[config.mk]
export PLATFORM = sky130hd
export DESIGN_NAME = sdadc_port_engine
export DESIGN_NICKNAME = d
export VERILOG_FILES = /design/src/rtl/sdadc_pkg.sv /design/src/rtl/sdadc_dpath.sv /design/src/rtl/sdadc_ctrl.sv /design/src/rtl/sdadc_port_engine.sv
export SDC_FILE = /design/constraint.sdc
export NUM_CORES = 1
export LEC_CHECK = 0
export BUFFER_PORTS_ARGS = -buffer_cell sky130_fd_sc_hd__buf_2
export CORE_ASPECT_RATIO = 1.4
export CORE_MARGIN = 1
export CORE_UTILIZATION = 60
export DETAILED_ROUTE_END_ITERATION = 8
export PLACE_DENSITY = 0.8
export SKIP_CTS_REPAIR_TIMING = 1
export SLEW_MARGIN = 20
export SYNTH_ARGS = -nofsm -noshare
export SYNTH_HDL_FRONTEND = slang
export SYNTH_HIERARCHICAL = 1
export SYNTH_SLANG_ARGS = --single-unit
[constraint.sdc]
create_clock -name clk -period 3.7 [get_ports clk]
set_input_delay 0.185 -clock clk [delete_from_list [all_inputs] [get_ports clk]]
set_output_delay 0.185 -clock clk [all_outputs]
set_load 0.01 [all_outputs]
[src/rtl/sdadc_pkg.sv]
package sdadc_pkg;

  localparam int FrameW = 48;   // widest frame: reset burst
  localparam int CmdW   = 8;
  localparam int ResetBits = 48;
  localparam logic [2:0] ModeAddr = 3'd1;
  localparam logic [2:0] DataAddr = 3'd3;
  localparam int AppendBit = 20;

  typedef enum logic [1:0] {
    OP_ACCESS = 2'd0,
    OP_RESET  = 2'd1,
    OP_STREAM = 2'd2,
    OP_LEAVE  = 2'd3
  } op_e;

  // strobes from control to datapath
  typedef struct packed {
    logic              load;
    logic [FrameW-1:0] word;   // left aligned, MSB leaves first
    logic [5:0]        nBits;
  } shiftCmd_t;

  function automatic logic [5:0] regWidth(input logic [2:0] addr, input logic append);
    case (addr)
      3'd0, 3'd4, 3'd5: regWidth = 6'd8;
      3'd3:             regWidth = append ? 6'd32 : 6'd24;
      default:          regWidth = 6'd24;
    endcase
  endfunction

  function automatic logic [31:0] widthMask(input logic [5:0] w);
    for (int i = 0; i < 32; i++) widthMask[i] = (i < int'(w));
  endfunction

  function automatic logic [7:0] mkCmd(input logic rd, input logic [2:0] addr, input logic cont);
    mkCmd = {1'b0, rd, addr, cont, 2'b00};
  endfunction

  function automatic logic [FrameW-1:0] packFrame(input logic [7:0] cmdByte,
                                                  input logic [31:0] payload,
                                                  input logic [5:0] w);
    logic [FrameW-1:0] body;
    body = {16'b0, payload & widthMask(w)};
    packFrame = {cmdByte, 40'b0} | (body << (6'd40 - w));
  endfunction

endpackage

[src/rtl/sdadc_dpath.sv]
module sdadc_dpath
  import sdadc_pkg::*;
#(
  parameter int ClkHalf = 4   // system cycles per clock level, at least 3
) (
  input  logic       clk,
  input  logic       rstN,
  input  shiftCmd_t  cmd,
  input  logic       misoIn,
  output logic       sclk,
  output logic       mosi,
  output logic       shiftBusy,
  output logic       shiftDone,
  output logic [31:0] rxWord,
  output logic       misoFall
);

  localparam int DivW = (ClkHalf > 1) ? $clog2(ClkHalf) : 1;

  logic [DivW-1:0]   divCnt;
  logic [FrameW-1:0] shReg;
  logic [5:0]        bitsLeft;
  logic [31:0]       rxReg;
  logic              sclkR, mosiR, active, doneR;
  logic              sync1, misoSync, misoPrev;

  // two-flop synchronizer and fall detector on the data/ready pin
  always_ff @(posedge clk) begin
    if (!rstN) begin
      sync1    <= 1'b1;
      misoSync <= 1'b1;
      misoPrev <= 1'b1;
    end else begin
      sync1    <= misoIn;
      misoSync <= sync1;
      misoPrev <= misoSync;
    end
  end
  assign misoFall = misoPrev & ~misoSync;

  always_ff @(posedge clk) begin
    if (!rstN) begin
      divCnt   <= '0;
      shReg    <= '0;
      bitsLeft <= '0;
      rxReg    <= '0;
      sclkR    <= 1'b1;
      mosiR    <= 1'b1;
      active   <= 1'b0;
      doneR    <= 1'b0;
    end else begin
      doneR <= 1'b0;
      if (cmd.load) begin
        shReg    <= cmd.word;
        bitsLeft <= cmd.nBits;
        rxReg    <= '0;
        divCnt   <= '0;
        active   <= 1'b1;
      end else if (active) begin
        if (divCnt == DivW'(ClkHalf - 1)) begin
          divCnt <= '0;
          if (sclkR) begin
            sclkR <= 1'b0;
            mosiR <= shReg[FrameW-1];
            shReg <= {shReg[FrameW-2:0], 1'b0};
          end else begin
            sclkR    <= 1'b1;
            rxReg    <= {rxReg[30:0], misoSync};
            bitsLeft <= bitsLeft - 6'd1;
            if (bitsLeft == 6'd1) begin
              active <= 1'b0;
              doneR  <= 1'b1;
            end
          end
        end else begin
          divCnt <= divCnt + DivW'(1);
        end
      end
    end
  end

  assign sclk      = sclkR;
  assign mosi      = mosiR;
  assign shiftBusy = active;
  assign shiftDone = doneR;
  assign rxWord    = rxReg;

  // each clock level lasts more than one system cycle
  assert_sclk_level_hold_R1: assert property (@(posedge clk) disable iff (!rstN)
    !$stable(sclkR) |=> $stable(sclkR));

  // clock rests high between frames
  assert_sclk_rest_high_R13: assert property (@(posedge clk) disable iff (!rstN)
    (!active && !cmd.load) |=> (sclkR || active));

endmodule

[src/rtl/sdadc_ctrl.sv]
module sdadc_ctrl
  import sdadc_pkg::*;
#(
  parameter int TimeW         = 16,
  parameter int HoldoffCycles = 50000
) (
  input  logic             clk,
  input  logic             rstN,
  input  logic             reqValid,
  input  logic [1:0]       reqOp,
  input  logic             reqWrite,
  input  logic [2:0]       reqAddr,
  input  logic [31:0]      reqWdata,
  input  logic [TimeW-1:0] timeoutLimit,
  input  logic             shiftDone,
  input  logic [31:0]      rxWord,
  input  logic             misoFall,
  output shiftCmd_t        cmd,
  output logic             csN,
  output logic             reqReady,
  output logic             reqAck,
  output logic [31:0]      rdData,
  output logic             rdErr,
  output logic             streamValid
);

  localparam int HoldW = $clog2(HoldoffCycles + 1);

  typedef enum logic [2:0] {S_IDLE, S_WAITRDY, S_XFER, S_HOLD, S_CWAIT, S_CXFER} state_e;
  typedef enum logic [1:0] {K_REG, K_RESET, K_ENTER} kind_e;

  state_e           state;
  kind_e            kind;
  logic [2:0]       addrQ;
  logic             writeQ, appendQ;
  logic [31:0]      wdataQ;
  logic [TimeW-1:0] waitCnt;
  logic [HoldW-1:0] holdCnt;
  logic [5:0]       curW, newW, streamW;
  op_e              opIn;

  assign opIn     = op_e'(reqOp);
  assign curW     = regWidth(addrQ, appendQ);
  assign newW     = regWidth(reqAddr, appendQ);
  assign streamW  = appendQ ? 6'd32 : 6'd24;
  assign reqReady = (state == S_IDLE) || (state == S_CWAIT);

  always_ff @(posedge clk) begin
    if (!rstN) begin
      state       <= S_IDLE;
      kind        <= K_REG;
      addrQ       <= '0;
      writeQ      <= 1'b0;
      wdataQ      <= '0;
      appendQ     <= 1'b0;
      waitCnt     <= '0;
      holdCnt     <= '0;
      cmd         <= '0;
      csN         <= 1'b1;
      reqAck      <= 1'b0;
      rdData      <= '0;
      rdErr       <= 1'b0;
      streamValid <= 1'b0;
    end else begin
      cmd.load    <= 1'b0;
      reqAck      <= 1'b0;
      rdErr       <= 1'b0;
      streamValid <= 1'b0;
      case (state)
        S_IDLE: if (reqValid) begin
          case (opIn)
            OP_ACCESS: begin
              addrQ  <= reqAddr;
              writeQ <= reqWrite;
              wdataQ <= reqWdata;
              csN    <= 1'b0;
              kind   <= K_REG;
              if (!reqWrite && reqAddr == DataAddr) begin
                waitCnt <= '0;
                state   <= S_WAITRDY;
              end else begin
                cmd.load  <= 1'b1;
                cmd.word  <= packFrame(mkCmd(!reqWrite, reqAddr, 1'b0),
                                       reqWrite ? reqWdata : 32'd0, newW);
                cmd.nBits <= 6'(CmdW) + newW;
                state     <= S_XFER;
              end
            end
            OP_RESET: begin
              csN       <= 1'b0;
              kind      <= K_RESET;
              cmd.load  <= 1'b1;
              cmd.word  <= '1;
              cmd.nBits <= 6'(ResetBits);
              state     <= S_XFER;
            end
            OP_STREAM: begin
              csN       <= 1'b0;
              kind      <= K_ENTER;
              cmd.load  <= 1'b1;
              cmd.word  <= {mkCmd(1'b1, DataAddr, 1'b1), 40'b0};
              cmd.nBits <= 6'(CmdW);
              state     <= S_XFER;
            end
            default: begin       // leave request with nothing to leave
              reqAck <= 1'b1;
              rdData <= '0;
            end
          endcase
        end
        S_WAITRDY: begin
          if (misoFall) begin
            cmd.load  <= 1'b1;
            cmd.word  <= packFrame(mkCmd(1'b1, DataAddr, 1'b0), 32'd0, curW);
            cmd.nBits <= 6'(CmdW) + curW;
            state     <= S_XFER;
          end else begin
            waitCnt <= waitCnt + TimeW'(1);
            if (waitCnt + TimeW'(1) == timeoutLimit) begin
              csN    <= 1'b1;
              reqAck <= 1'b1;
              rdErr  <= 1'b1;
              rdData <= '0;
              state  <= S_IDLE;
            end
          end
        end
        S_XFER: if (shiftDone) begin
          case (kind)
            K_RESET: begin
              csN     <= 1'b1;
              appendQ <= 1'b0;
              holdCnt <= '0;
              state   <= S_HOLD;
            end
            K_ENTER: begin
              reqAck <= 1'b1;
              rdData <= '0;
              state  <= S_CWAIT;
            end
            default: begin
              csN    <= 1'b1;
              reqAck <= 1'b1;
              rdData <= writeQ ? 32'd0 : (rxWord & widthMask(curW));
              if (writeQ && addrQ == ModeAddr) appendQ <= wdataQ[AppendBit];
              state  <= S_IDLE;
            end
          endcase
        end
        S_HOLD: begin
          holdCnt <= holdCnt + HoldW'(1);
          if (holdCnt == HoldW'(HoldoffCycles - 1)) begin
            reqAck <= 1'b1;
            rdData <= '0;
            state  <= S_IDLE;
          end
        end
        S_CWAIT: begin
          if (reqValid) begin
            reqAck <= 1'b1;
            rdData <= '0;
            if (opIn == OP_LEAVE) begin
              csN   <= 1'b1;
              state <= S_IDLE;
            end else begin
              rdErr <= 1'b1;
            end
          end else if (misoFall) begin
            cmd.load  <= 1'b1;
            cmd.word  <= '0;
            cmd.nBits <= streamW;
            state     <= S_CXFER;
          end
        end
        S_CXFER: if (shiftDone) begin
          streamValid <= 1'b1;
          rdData      <= rxWord & widthMask(streamW);
          state       <= S_CWAIT;
        end
        default: state <= S_IDLE;
      endcase
    end
  end

  // an error is only ever reported together with an acknowledge
  assert_err_needs_ack_R6: assert property (@(posedge clk) disable iff (!rstN)
    rdErr |-> reqAck);

  // completion and stream strobes are exclusive
  assert_ack_stream_excl_R13: assert property (@(posedge clk) disable iff (!rstN)
    !(reqAck && streamValid));

  // streamed results arrive while the device stays selected
  assert_stream_selected_R9: assert property (@(posedge clk) disable iff (!rstN)
    streamValid |-> !csN);

endmodule

[src/rtl/sdadc_port_engine.sv]
module sdadc_port_engine
  import sdadc_pkg::*;
#(
  parameter int ClkHalf       = 4,
  parameter int TimeW         = 16,
  parameter int HoldoffCycles = 50000
) (
  input  logic             clk,
  input  logic             rstN,
  input  logic             reqValid,
  input  logic [1:0]       reqOp,
  input  logic             reqWrite,
  input  logic [2:0]       reqAddr,
  input  logic [31:0]      reqWdata,
  input  logic [TimeW-1:0] timeoutLimit,
  output logic             reqReady,
  output logic             reqAck,
  output logic [31:0]      rdData,
  output logic             rdErr,
  output logic             streamValid,
  output logic             spiSclk,
  output logic             spiCsN,
  output logic             spiMosi,
  input  logic             spiMiso
);

  shiftCmd_t   shCmd;
  logic        shiftDone, shiftBusy, misoFall;
  logic [31:0] rxWord;

  sdadc_ctrl #(.TimeW(TimeW), .HoldoffCycles(HoldoffCycles)) uCtrl (
    .clk(clk), .rstN(rstN),
    .reqValid(reqValid), .reqOp(reqOp), .reqWrite(reqWrite),
    .reqAddr(reqAddr), .reqWdata(reqWdata), .timeoutLimit(timeoutLimit),
    .shiftDone(shiftDone), .rxWord(rxWord), .misoFall(misoFall),
    .cmd(shCmd), .csN(spiCsN), .reqReady(reqReady), .reqAck(reqAck),
    .rdData(rdData), .rdErr(rdErr), .streamValid(streamValid)
  );

  sdadc_dpath #(.ClkHalf(ClkHalf)) uDpath (
    .clk(clk), .rstN(rstN), .cmd(shCmd), .misoIn(spiMiso),
    .sclk(spiSclk), .mosi(spiMosi), .shiftBusy(shiftBusy),
    .shiftDone(shiftDone), .rxWord(rxWord), .misoFall(misoFall)
  );

  // with the device deselected the clock sits high
  assert_idle_clock_high_R13: assert property (@(posedge clk) disable iff (!rstN)
    spiCsN |-> spiSclk);

  // bits are only shifted inside a selected frame
  assert_shift_inside_frame_R1: assert property (@(posedge clk) disable iff (!rstN)
    shiftBusy |-> !spiCsN);

endmodule

==> flow_summary.yaml <==
worst_setup_path:
  cp_data_arrival_time_ns: 3.64
  slowest_delay_ns: 0.62
  cpMaxStageDelayCell: "or4_1"
  path_cells: "nand4_2 > or4_1 > xnor2_1 > or4_4 > nor4_4 > o21ai_2 > buf_4 > a32o_1"
  critPathCaptureType: "flip-flop"
  r2r_end: "uCtrl/rdData[17]"
  crit_buf_inv: 1
  critPathRequiredTime_ns: 4.10
  rrSetupSlack_ns: 0.46
  reg2regPathDepth: 8
  crit_type: "reg -> reg"
  startpoint_type: "flip-flop"
  cp_max_fo: 32
  r2r_start: "uCtrl/waitCnt[5]"
  cpLargestDelayFamily: "simple AND/OR/NAND/NOR gates"
timing:
  tns_ns: 0
  setup_violations: 0
  relSlewSlack: 0.324
  report.final.slew_viol_count: 0
  period_share: 0.876
  final-hold-violation-count: 0
  finalCriticalPeriod_ns: 3.24
  tightest_slew_ns: 1.01
  rsz0062_at_grt: "false"
  finalClockSkew_ns: 0.0251
  max_freq_mhz: 309
yosys:
  ys_ff_latch: 226
  synth.area.top_cells: "dfxtp_1, nand2_1, a21oi_1"
  ys_warn_count: 6
  netlist_area_um2: 10700
  yosysMostFrequentCell: "nand2_1"
  synth-edff-count: 0
  avgSynthCellArea_um2: 7.86
  synth_area_leader_cell: "dfxtp_1"
  ys_types: 72
  synthArstFlopShare: 0
  synthCells: 1359
  synth_commonest_cells: "nand2_1, dfxtp_1, a21oi_1, o21ai_0, nor2_1"
  synth_ff_type: "dfxtp_1"
  yosysSeqAreaShare: 0.424
  synth_top_area_frac: 0.424
clock_network:
  clockBufferDepth: 3
  cts_root_buf: "clkbuf_16"
  cts_sinks: 226
  cts_tree: "built"
  h-tree-depth: 1
  cts_buffers: 22
  clkTransAtPathRegs_ns: 0.06
  insertion_delay_ns: 0.53
detailed_routing:
  ant_nets: 0
  wl_met1_um: 11200
  vias_per_cell: 6.03
  drt_first_pass_iters: 5
  vias: 9982
  wl_um: 27500
  drc: 0
  wl_met3_um: 1380
  wl_met2_um: 13800
  topRoutingLayerUsed: "met4"
  wl_per_cell_um: 16.6
  drt_iter0_markers: 822
hold_path:
  hp-class: "in -> reg"
  hp-start: "reqAddr[2]"
  hold_end: "uCtrl/addrQ[2]"
  min_path_cells: 3
power:
  swShare: 0.249
  vdd_ir_drop_max_mv: 0.378
  p_leak_nw: 4.52
  switchingPower_mw: 1.30
  clock_power_share: 0.418
  combPwrFrac: 0.093
  p_int_mw: 3.92
  p_seq_frac: 0.490
  power_density_nw_per_um2: 437
global_route:
  grt_pass1_vias: 9261
  grt_start_max_net_pins: 113
  antenna_found_initial: 0
  grt_overflow: 0
  track_usage: 0.300
  grt_pass1_wl_um: 44900
floorplan:
  fp-row-count: 57
  fp.coreArea_um2: 17400
  initial_core_util: 0.614
  io_pins: 97
  die-area_um2: 18300
  die_y_um: 160
  fp.dieW_um: 115
cells_and_area:
  diodes: 0
  fin_nets: 1476
  fin_area_um2: 11900
  drive_gt1_frac: 0.120
  syn2layout_area_growth_pct: 11.8
outcome:
  status: "complete, no violations"
placement:
  gp_congestion: 0.965
  place_area_um2: 11200
  dp_hpwl_um: 18600
  io_buffers: 96
job:
  cap_violations: 0
sequential cells by signal (all words and copies together) (netlist names), 2 cells and up:
| name | count |
|---|---|
| uCtrl/addrQ | 3 |
| uCtrl/cmd | 52 |
| uCtrl/holdCnt | 16 |
| uCtrl/kind | 2 |
| uCtrl/rdData | 32 |
| uCtrl/state | 3 |
| uCtrl/waitCnt | 16 |
| uDpath/bitsLeft | 6 |
| uDpath/divCnt | 2 |
| uDpath/rxWord | 32 |
| uDpath/shReg | 48 |
metrics by stage:
step	std cells	utilization	worst slack, ns	power, mW	hold WS [ns]
2_1_floorplan	1361	-	0.831	2.93	0.286
5_1_grt	1656	0.686	0.339	5.42	0.0164
6_report	1656	0.686	0.459	5.22	0.00627
4_1_cts	1654	0.685	0.481	5.25	-0.157
3_5_place_dp	1616	0.645	0.496	3.08	0.396
3_3_place_gp	1616	0.645	0.531	3.07	0.403
worst min-delay path, cell delays in order:
cell and delay [ns]:
buf_2 0.14, mux2i_1 0.08, nor2_1 0.07
cells by family (layout without fill, tap and decap cells):
| kind of cell | Yosys count | after routing | share of synthesized area |
|---|---|---|---|
| xor gates and xnor gates | 33 | 33 | 0.0271 |
| other | 1 | 3 | 0.000351 |
| adders and majority gates | 12 | 12 | 0.0141 |
| buffers and inverters | 124 | 183 | 0.0500 |
| AOI/OAI and AO/OA | 424 | 424 | 0.239 |
| and+or+nand+nor | 514 | 514 | 0.222 |
| DFF | 226 | 226 | 0.424 |
| muxes | 25 | 25 | 0.0238 |
power by group through the flow:
stage | clock network (mW) | registers (mW) | logic (mW)
floorplan | 0 | 2.58 | 0.341
global placement | 0 | 2.60 | 0.466
detailed placement | 0 | 2.61 | 0.473
CTS | 2.22 | 2.55 | 0.476
global route | 2.33 | 2.56 | 0.534
finish | 2.18 | 2.55 | 0.484
layout make-up:
type / count / area [um2]
timing repair buffer: 122 / 691
clock buffer: 31 / 614
tap: 236 / 295
sequential: 226 / 4520
inverter: 23 / 86.3
clock inverter: 7 / 87.6
multi-input combinational: 1011 / 5640
fill: 1561 / 5470
routing by layer:
layer	vias up	global-route usage
li1	4899	-
met4	0	0.152
met3	80	0.0376
met1	4667	0.359
met2	336	0.522
met5	-	0
placed cells by master, fill, tap and decap left out, types with 17 or more instances in the layout:
cell,n
nand2_1,272
dfxtp_1,226
a21oi_1,139
buf_2,96
o21ai_0,96
nor2_1,81
a31oi_1,58
nand3_1,31
o21ai_1,29
nor3_1,28
buf_4,23
clkbuf_16,22
mux2i_1,22
inv_1,21
xor2_1,17
how the worst max path moves through the flow:
stage          cells after the start                to             start  slack [ns]
2_1_floorplan                      9   uCtrl/rdData[4]  uCtrl/waitCnt[6]        0.83
3_3_place_gp                       8  uCtrl/rdData[22]  uCtrl/waitCnt[5]        0.53
3_5_place_dp                       8  uCtrl/rdData[18]  uCtrl/waitCnt[4]        0.50
4_1_cts                            8  uCtrl/rdData[17]  uCtrl/waitCnt[5]        0.48
5_1_grt                            8  uCtrl/rdData[16]  uCtrl/waitCnt[5]        0.34
6_report                           8  uCtrl/rdData[17]  uCtrl/waitCnt[5]        0.46
Note: power is estimated with default switching activity, not from simulation.
